## src/rtl/jtu_pkg.sv

```systemverilog
package jtu_pkg;
  typedef enum logic [2:0] {
    JK_ABS      = 3'd0,
    JK_ABS_WIDE = 3'd1,
    JK_REL      = 3'd2,
    JK_PAGE_DE  = 3'd3,
    JK_PAGE_XA  = 3'd4,
    JK_FAR_CDE  = 3'd5,
    JK_FAR_CXA  = 3'd6,
    JK_BLOCK    = 3'd7
  } jump_kind_t;
endpackage

```

## src/rtl/jtu_target_calc.sv

```systemverilog
module jtu_target_calc
  import jtu_pkg::*;
#(
  parameter int PC_W    = 15,
  parameter int PAGE_W  = 8,
  parameter int BLOCK_W = 12,
  parameter int DISP_W  = 8,
  parameter int BANK_W  = 3,
  parameter int NIB_W   = 4
) (
  input  logic [2:0]        kind,
  input  logic              wide_mode,
  input  logic [PC_W-1:0]   pc_in,
  input  logic [PC_W-1:0]   imm_addr,
  input  logic [DISP_W-1:0] disp,
  input  logic [NIB_W-1:0]  reg_b,
  input  logic [NIB_W-1:0]  reg_c,
  input  logic [PAGE_W-1:0] reg_de,
  input  logic [PAGE_W-1:0] reg_xa,
  output logic [PC_W-1:0]   target,
  output logic              legal
);
  localparam int FAR_W = BANK_W + NIB_W + PAGE_W;

  jump_kind_t             k;
  logic [PC_W-1:0]        disp_ext;
  logic [PAGE_W-1:0]      pair;
  logic [FAR_W-1:0]       far_addr;

  assign k        = jump_kind_t'(kind);
  assign disp_ext = {{(PC_W-DISP_W){disp[DISP_W-1]}}, disp};
  assign pair     = (k == JK_PAGE_XA || k == JK_FAR_CXA) ? reg_xa : reg_de;
  assign far_addr = {reg_b[BANK_W-1:0], reg_c, pair};

  always_comb begin
    target = imm_addr;
    legal  = 1'b1;
    unique case (k)
      JK_ABS:      target = imm_addr;
      JK_ABS_WIDE: begin
        target = imm_addr;
        legal  = wide_mode;
      end
      JK_REL:      target = pc_in + disp_ext;
      JK_PAGE_DE,
      JK_PAGE_XA:  target = {pc_in[PC_W-1:PAGE_W], pair};
      JK_FAR_CDE,
      JK_FAR_CXA:  target = PC_W'(far_addr);
      JK_BLOCK:    target = {pc_in[PC_W-1:BLOCK_W], imm_addr[BLOCK_W-1:0]};
      default:     target = imm_addr;
    endcase
  end
endmodule

```

## src/rtl/jtu_width_limit.sv

```systemverilog
module jtu_width_limit #(
  parameter int PC_W     = 15,
  parameter int NARROW_W = 14
) (
  input  logic            wide_mode,
  input  logic [PC_W-1:0] raw,
  output logic [PC_W-1:0] limited
);
  generate
    if (NARROW_W < PC_W) begin : g_clip
      localparam int TOP_W = PC_W - NARROW_W;
      assign limited = wide_mode ? raw : {{TOP_W{1'b0}}, raw[NARROW_W-1:0]};
    end else begin : g_pass
      assign limited = raw;
    end
  endgenerate
endmodule

```

## src/rtl/jtu_out_reg.sv

```systemverilog
module jtu_out_reg #(
  parameter int PC_W = 15
) (
  input  logic            clk,
  input  logic            rst,
  input  logic            take,
  input  logic [PC_W-1:0] next_pc,
  output logic [PC_W-1:0] pc_q,
  output logic            load_q
);
  always_ff @(posedge clk) begin
    if (rst) begin
      pc_q   <= '0;
      load_q <= 1'b0;
    end else begin
      load_q <= take;
      if (take) pc_q <= next_pc;
    end
  end
endmodule

```

## src/rtl/jump_target_unit.sv

```systemverilog
module jump_target_unit #(
  parameter int PC_W     = 15,
  parameter int NARROW_W = 14,
  parameter int PAGE_W   = 8,
  parameter int BLOCK_W  = 12,
  parameter int DISP_W   = 8,
  parameter int BANK_W   = 3,
  parameter int NIB_W    = 4
) (
  input  logic              clk,
  input  logic              rst,
  input  logic              req_valid,
  input  logic [2:0]        req_kind,
  input  logic              wide_mode,
  input  logic [PC_W-1:0]   pc_in,
  input  logic [PC_W-1:0]   imm_addr,
  input  logic [DISP_W-1:0] disp,
  input  logic [NIB_W-1:0]  reg_b,
  input  logic [NIB_W-1:0]  reg_c,
  input  logic [PAGE_W-1:0] reg_de,
  input  logic [PAGE_W-1:0] reg_xa,
  output logic [PC_W-1:0]   pc_out,
  output logic              pc_load
);
  logic [PC_W-1:0] raw_target;
  logic [PC_W-1:0] clipped;
  logic            legal;

  jtu_target_calc #(
    .PC_W(PC_W), .PAGE_W(PAGE_W), .BLOCK_W(BLOCK_W),
    .DISP_W(DISP_W), .BANK_W(BANK_W), .NIB_W(NIB_W)
  ) u_calc (
    .kind(req_kind), .wide_mode(wide_mode), .pc_in(pc_in),
    .imm_addr(imm_addr), .disp(disp), .reg_b(reg_b), .reg_c(reg_c),
    .reg_de(reg_de), .reg_xa(reg_xa), .target(raw_target), .legal(legal)
  );

  jtu_width_limit #(.PC_W(PC_W), .NARROW_W(NARROW_W)) u_limit (
    .wide_mode(wide_mode), .raw(raw_target), .limited(clipped)
  );

  jtu_out_reg #(.PC_W(PC_W)) u_out (
    .clk(clk), .rst(rst), .take(req_valid && legal),
    .next_pc(clipped), .pc_q(pc_out), .load_q(pc_load)
  );
endmodule

```

## config.mk

```make
export PLATFORM = sky130hd
export DESIGN_NAME = jump_target_unit
export DESIGN_NICKNAME = d
export VERILOG_FILES = /design/src/rtl/jtu_pkg.sv /design/src/rtl/jtu_target_calc.sv /design/src/rtl/jtu_width_limit.sv /design/src/rtl/jtu_out_reg.sv /design/src/rtl/jump_target_unit.sv
export SDC_FILE = /design/constraint.sdc
export NUM_CORES = 1
export LEC_CHECK = 0
export BUFFER_PORTS_ARGS = -buffer_cell sky130_fd_sc_hd__buf_4
export CAP_MARGIN = 10
export CORE_UTILIZATION = 50
export DETAILED_ROUTE_END_ITERATION = 6
export PLACE_DENSITY = 0.82
export REMOVE_ABC_BUFFERS = 1
export SYNTH_ARGS = -nofsm -noshare
export SYNTH_HDL_FRONTEND = slang
export SYNTH_SLANG_ARGS = --single-unit
```

## constraint.sdc

```tcl
create_clock -name clk -period 4.9 [get_ports clk]
set_input_delay 0 -clock clk [delete_from_list [all_inputs] [get_ports clk]]
set_output_delay 0 -clock clk [all_outputs]
set_load 0.05 [all_outputs]
```

==> summary.txt <==
Status
  – Status: finished, final reports clean

Setup path
  – R2R cell count: 3
  – Reg2reg start: u_out.pc_q[14]
  – Worst path slowest cell: or4_1
  – Launch point of the worst path: pc_in[0]
  – Critical path launch point type: input pin
  – Crit path capture type: flip-flop
  – Slowest stage delay, CP: 500 ps
  – Setup crit end: u_out.pc_q[14]
  – CP Cell Sequence: buf_4 -> ha_1 -> inv_1 -> fa_1 -> nand2b_1 -> a21oi_1 -> o21ai_1 -> a31oi_1 -> nor4_1 -> or4_1
  – Maximum fanout along the worst path: 3
  – R2r setup slk: 3820 ps
  – CP Class: input pin to flip-flop
  – Worst EP required: 5030 ps
  – R2r endpoint: u_out.pc_q[14]
  – CP arrival: 2250 ps

Clock network
  – Clock tree from TritonCTS: done
  – Max clock buf depth: 2
  – Clk pin slew, worst setup/hold paths: 70 ps
  – Post-CTS setup repair buffer count: 0
  – # clock sinks: 16
  – Post-CTS Hold Buffers: 0
  – Number of gates resized after cts: 0
  – Num CTS Buffers: 3
  – Htree depth: 1
  – Clk_lat worst skew: 250 ps
  – Root Driver: clkbuf_8

Yosys
  – Synth Cell Area: 1980 um^2
  – YS warnings: 0
  – Synthesis-stage register bit count: 16
  – EDFF count, synth: 0
  – Mapped Avg Cell Area: roughly 7.2 um^2
  – Main flop type after synthesis: dfxtp_1
  – Synth Instances: 273
  – Synth unique cells: 56
  – Sequential-to-total area share from yosys stat: 0.162
  – Ys async rst share: 0

STA
  – Max Freq: around 470 MHz
  – Max Clock Skew: 0 ps
  – TNS Setup: 0 ps
  – # setup viols final: 0
  – Worst slew margin: 0.387
  – Crit share post-route: 0.432
  – RSZ-0062 raised after global routing: no
  – Final min period: between 2000 and 2500 ps
  – Endpoints failing hold: 0
  – Fin. max-slew vios: 0
  – Slew @ Worst Pin: around 920 ps

Layout
  – Commonest non-fill, non-tap cell in the layout: buf_4
  – Area growth syn-to-layout: 33.9%
  – # diodes: 0
  – Fin nets: 430
  – Layout cells sized above 1: 0.275
  – Final std cells w/o fill: 393
  – Most frequent cells in the layout: buf_4, nor2_1, a21oi_1
  – Fillers: 362
  – Cell area after layout: 2650 um^2

Floorplanning
  – Die area: 4210 um^2
  – # IOs: 85
  – Core area: 3720 um^2
  – Die X: 64.9 um
  – Chip Height: between 60 and 70 um
  – Row cnt: 22
  – Initial Util: 0.532

Routing
  – DRT Wirelength: ~6300 um
  – First drt pass iteration count: 5
  – DR WL/cell: 16.0 um
  – DRT antenna net count: 0
  – Via/cell ratio: 6.04
  – Routed via count: 2375
  – Residual DRC count: 0
  – Initial drt markers: between 150 and 200

Global routing
  – Antenna violations before repair: 0
  – Largest net degree at the start of global routing: 29
  – Global Route Usage Sum: 0.308
  – First-pass GRT wire length: 10100 um
  – Vias in the first global route: 2180
  – GRT overflow: 0

Run
  – Max-cap violations: 0

Pwr
  – Static Leak: 1.23 nW
  – Power Dens Cells: 206 nW/um^2
  – Overall power: about 0.54 mW
  – Peak VDD IR: 0.0000955 V

Place
  – Port-buffer cells: 83
  – Placed cells: 389
  – Area of placed instances: 2590 um^2
  – Final RePlAce weighted congestion: 0.878
  – Hpwl dp: approximately 4700 um

Hold path
  – HP Class: input pin to flip-flop
[report_power, final]
group          internal (mW)  total (mW)  switching, mW
Clock                 0.0715       0.123         0.0517
Sequential             0.141       0.146        0.00537
Combinational          0.118       0.275          0.157
Total                  0.330       0.544          0.214
[critical path: cells and delay by family]
kind	cells	cell delay, ps
AND/OR/NAND/NOR	3	830
AO/OA/AOI/OAI	3	710
adder cells (fa/ha/maj)	2	560
buffers and inverters	2	140
[sequential cells by signal, summed over array words and instances (netlist names)]
signal / flops
u_out.pc_q: 15
u_out.load_q: 1
[kinds of logic (layout without fill, tap and decap cells)]
| logic type | count (synthesis) | count (layout) | synth area share |
|---|---|---|---|
| AO/OA/AOI/OAI | 104 | 104 | 0.366 |
| XOR/XNOR | 7 | 7 | 0.0310 |
| adder cells (fa/ha/maj) | 15 | 15 | 0.0987 |
| multiplexers | 9 | 9 | 0.0487 |
| AND/OR/NAND/NOR | 96 | 96 | 0.237 |
| buffers and inverters | 26 | 98 | 0.0569 |
| flip-flops | 16 | 16 | 0.162 |
[synthesized netlist by cell type, drive strengths merged (6+ instances only)]
library cell	instances	area (um^2)
nor3	13	65.1
a21oi	23	115
a221oi	9	85.1
xnor2	6	52.6
dfxtp	16	320
buf	9	48.8
ha	14	175
nand3	10	50.1
nor2	29	111
a211oi	8	60.1
a21o	10	75.1
nand2b	7	43.8
clkbuf	7	26.3
inv	10	37.5
o21ai	16	80.1
nand2	19	71.3
[layout make-up]
class	instances	area, um^2	area share
timing repair buffer	84	631	0.238
inverter	10	37.5	0.0142
sequential	16	320	0.121
tap	48	60.1	0.0227
clock buffer	4	55.1	0.0208
multi-input combinational	231	1550	0.583
[how the worst min path moves through the flow]
stage,start,endpoint,slack (ps),cells past startpoint
after CTS,imm_addr[1],u_out.pc_q[1],40,3
after global routing,rst,u_out.load_q,90,2
after detailed placement,imm_addr[1],u_out.pc_q[1],300,3
final,imm_addr[1],u_out.pc_q[1],40,3
after floorplan,rst,u_out.pc_q[4],70,1
after global placement,imm_addr[0],u_out.pc_q[0],300,3
[metal layers]
| layer | global-route usage | routed length (um) | up-vias |
|---|---|---|---|
| li1 | - | - | 1185 |
| met1 | 0.414 | 2860 | 1110 |
| met2 | 0.514 | 3010 | 72 |
| met3 | 0.0511 | 330 | 8 |
| met4 | 0.0556 | 66 | 0 |
| met5 | 0 | 0 | - |
[stage by stage]
step / hold WS (ps) / setup WS, ps / util
floorplan: 72.1 / 3010 / -
global placement: 296 / 2690 / 0.698
detailed placement: 304 / 2650 / 0.698
CTS: 41.8 / 2860 / 0.713
global route: 88.8 / 2680 / 0.713
finish: 40.7 / 2780 / 0.713
Power figures use the tool's default switching activity.
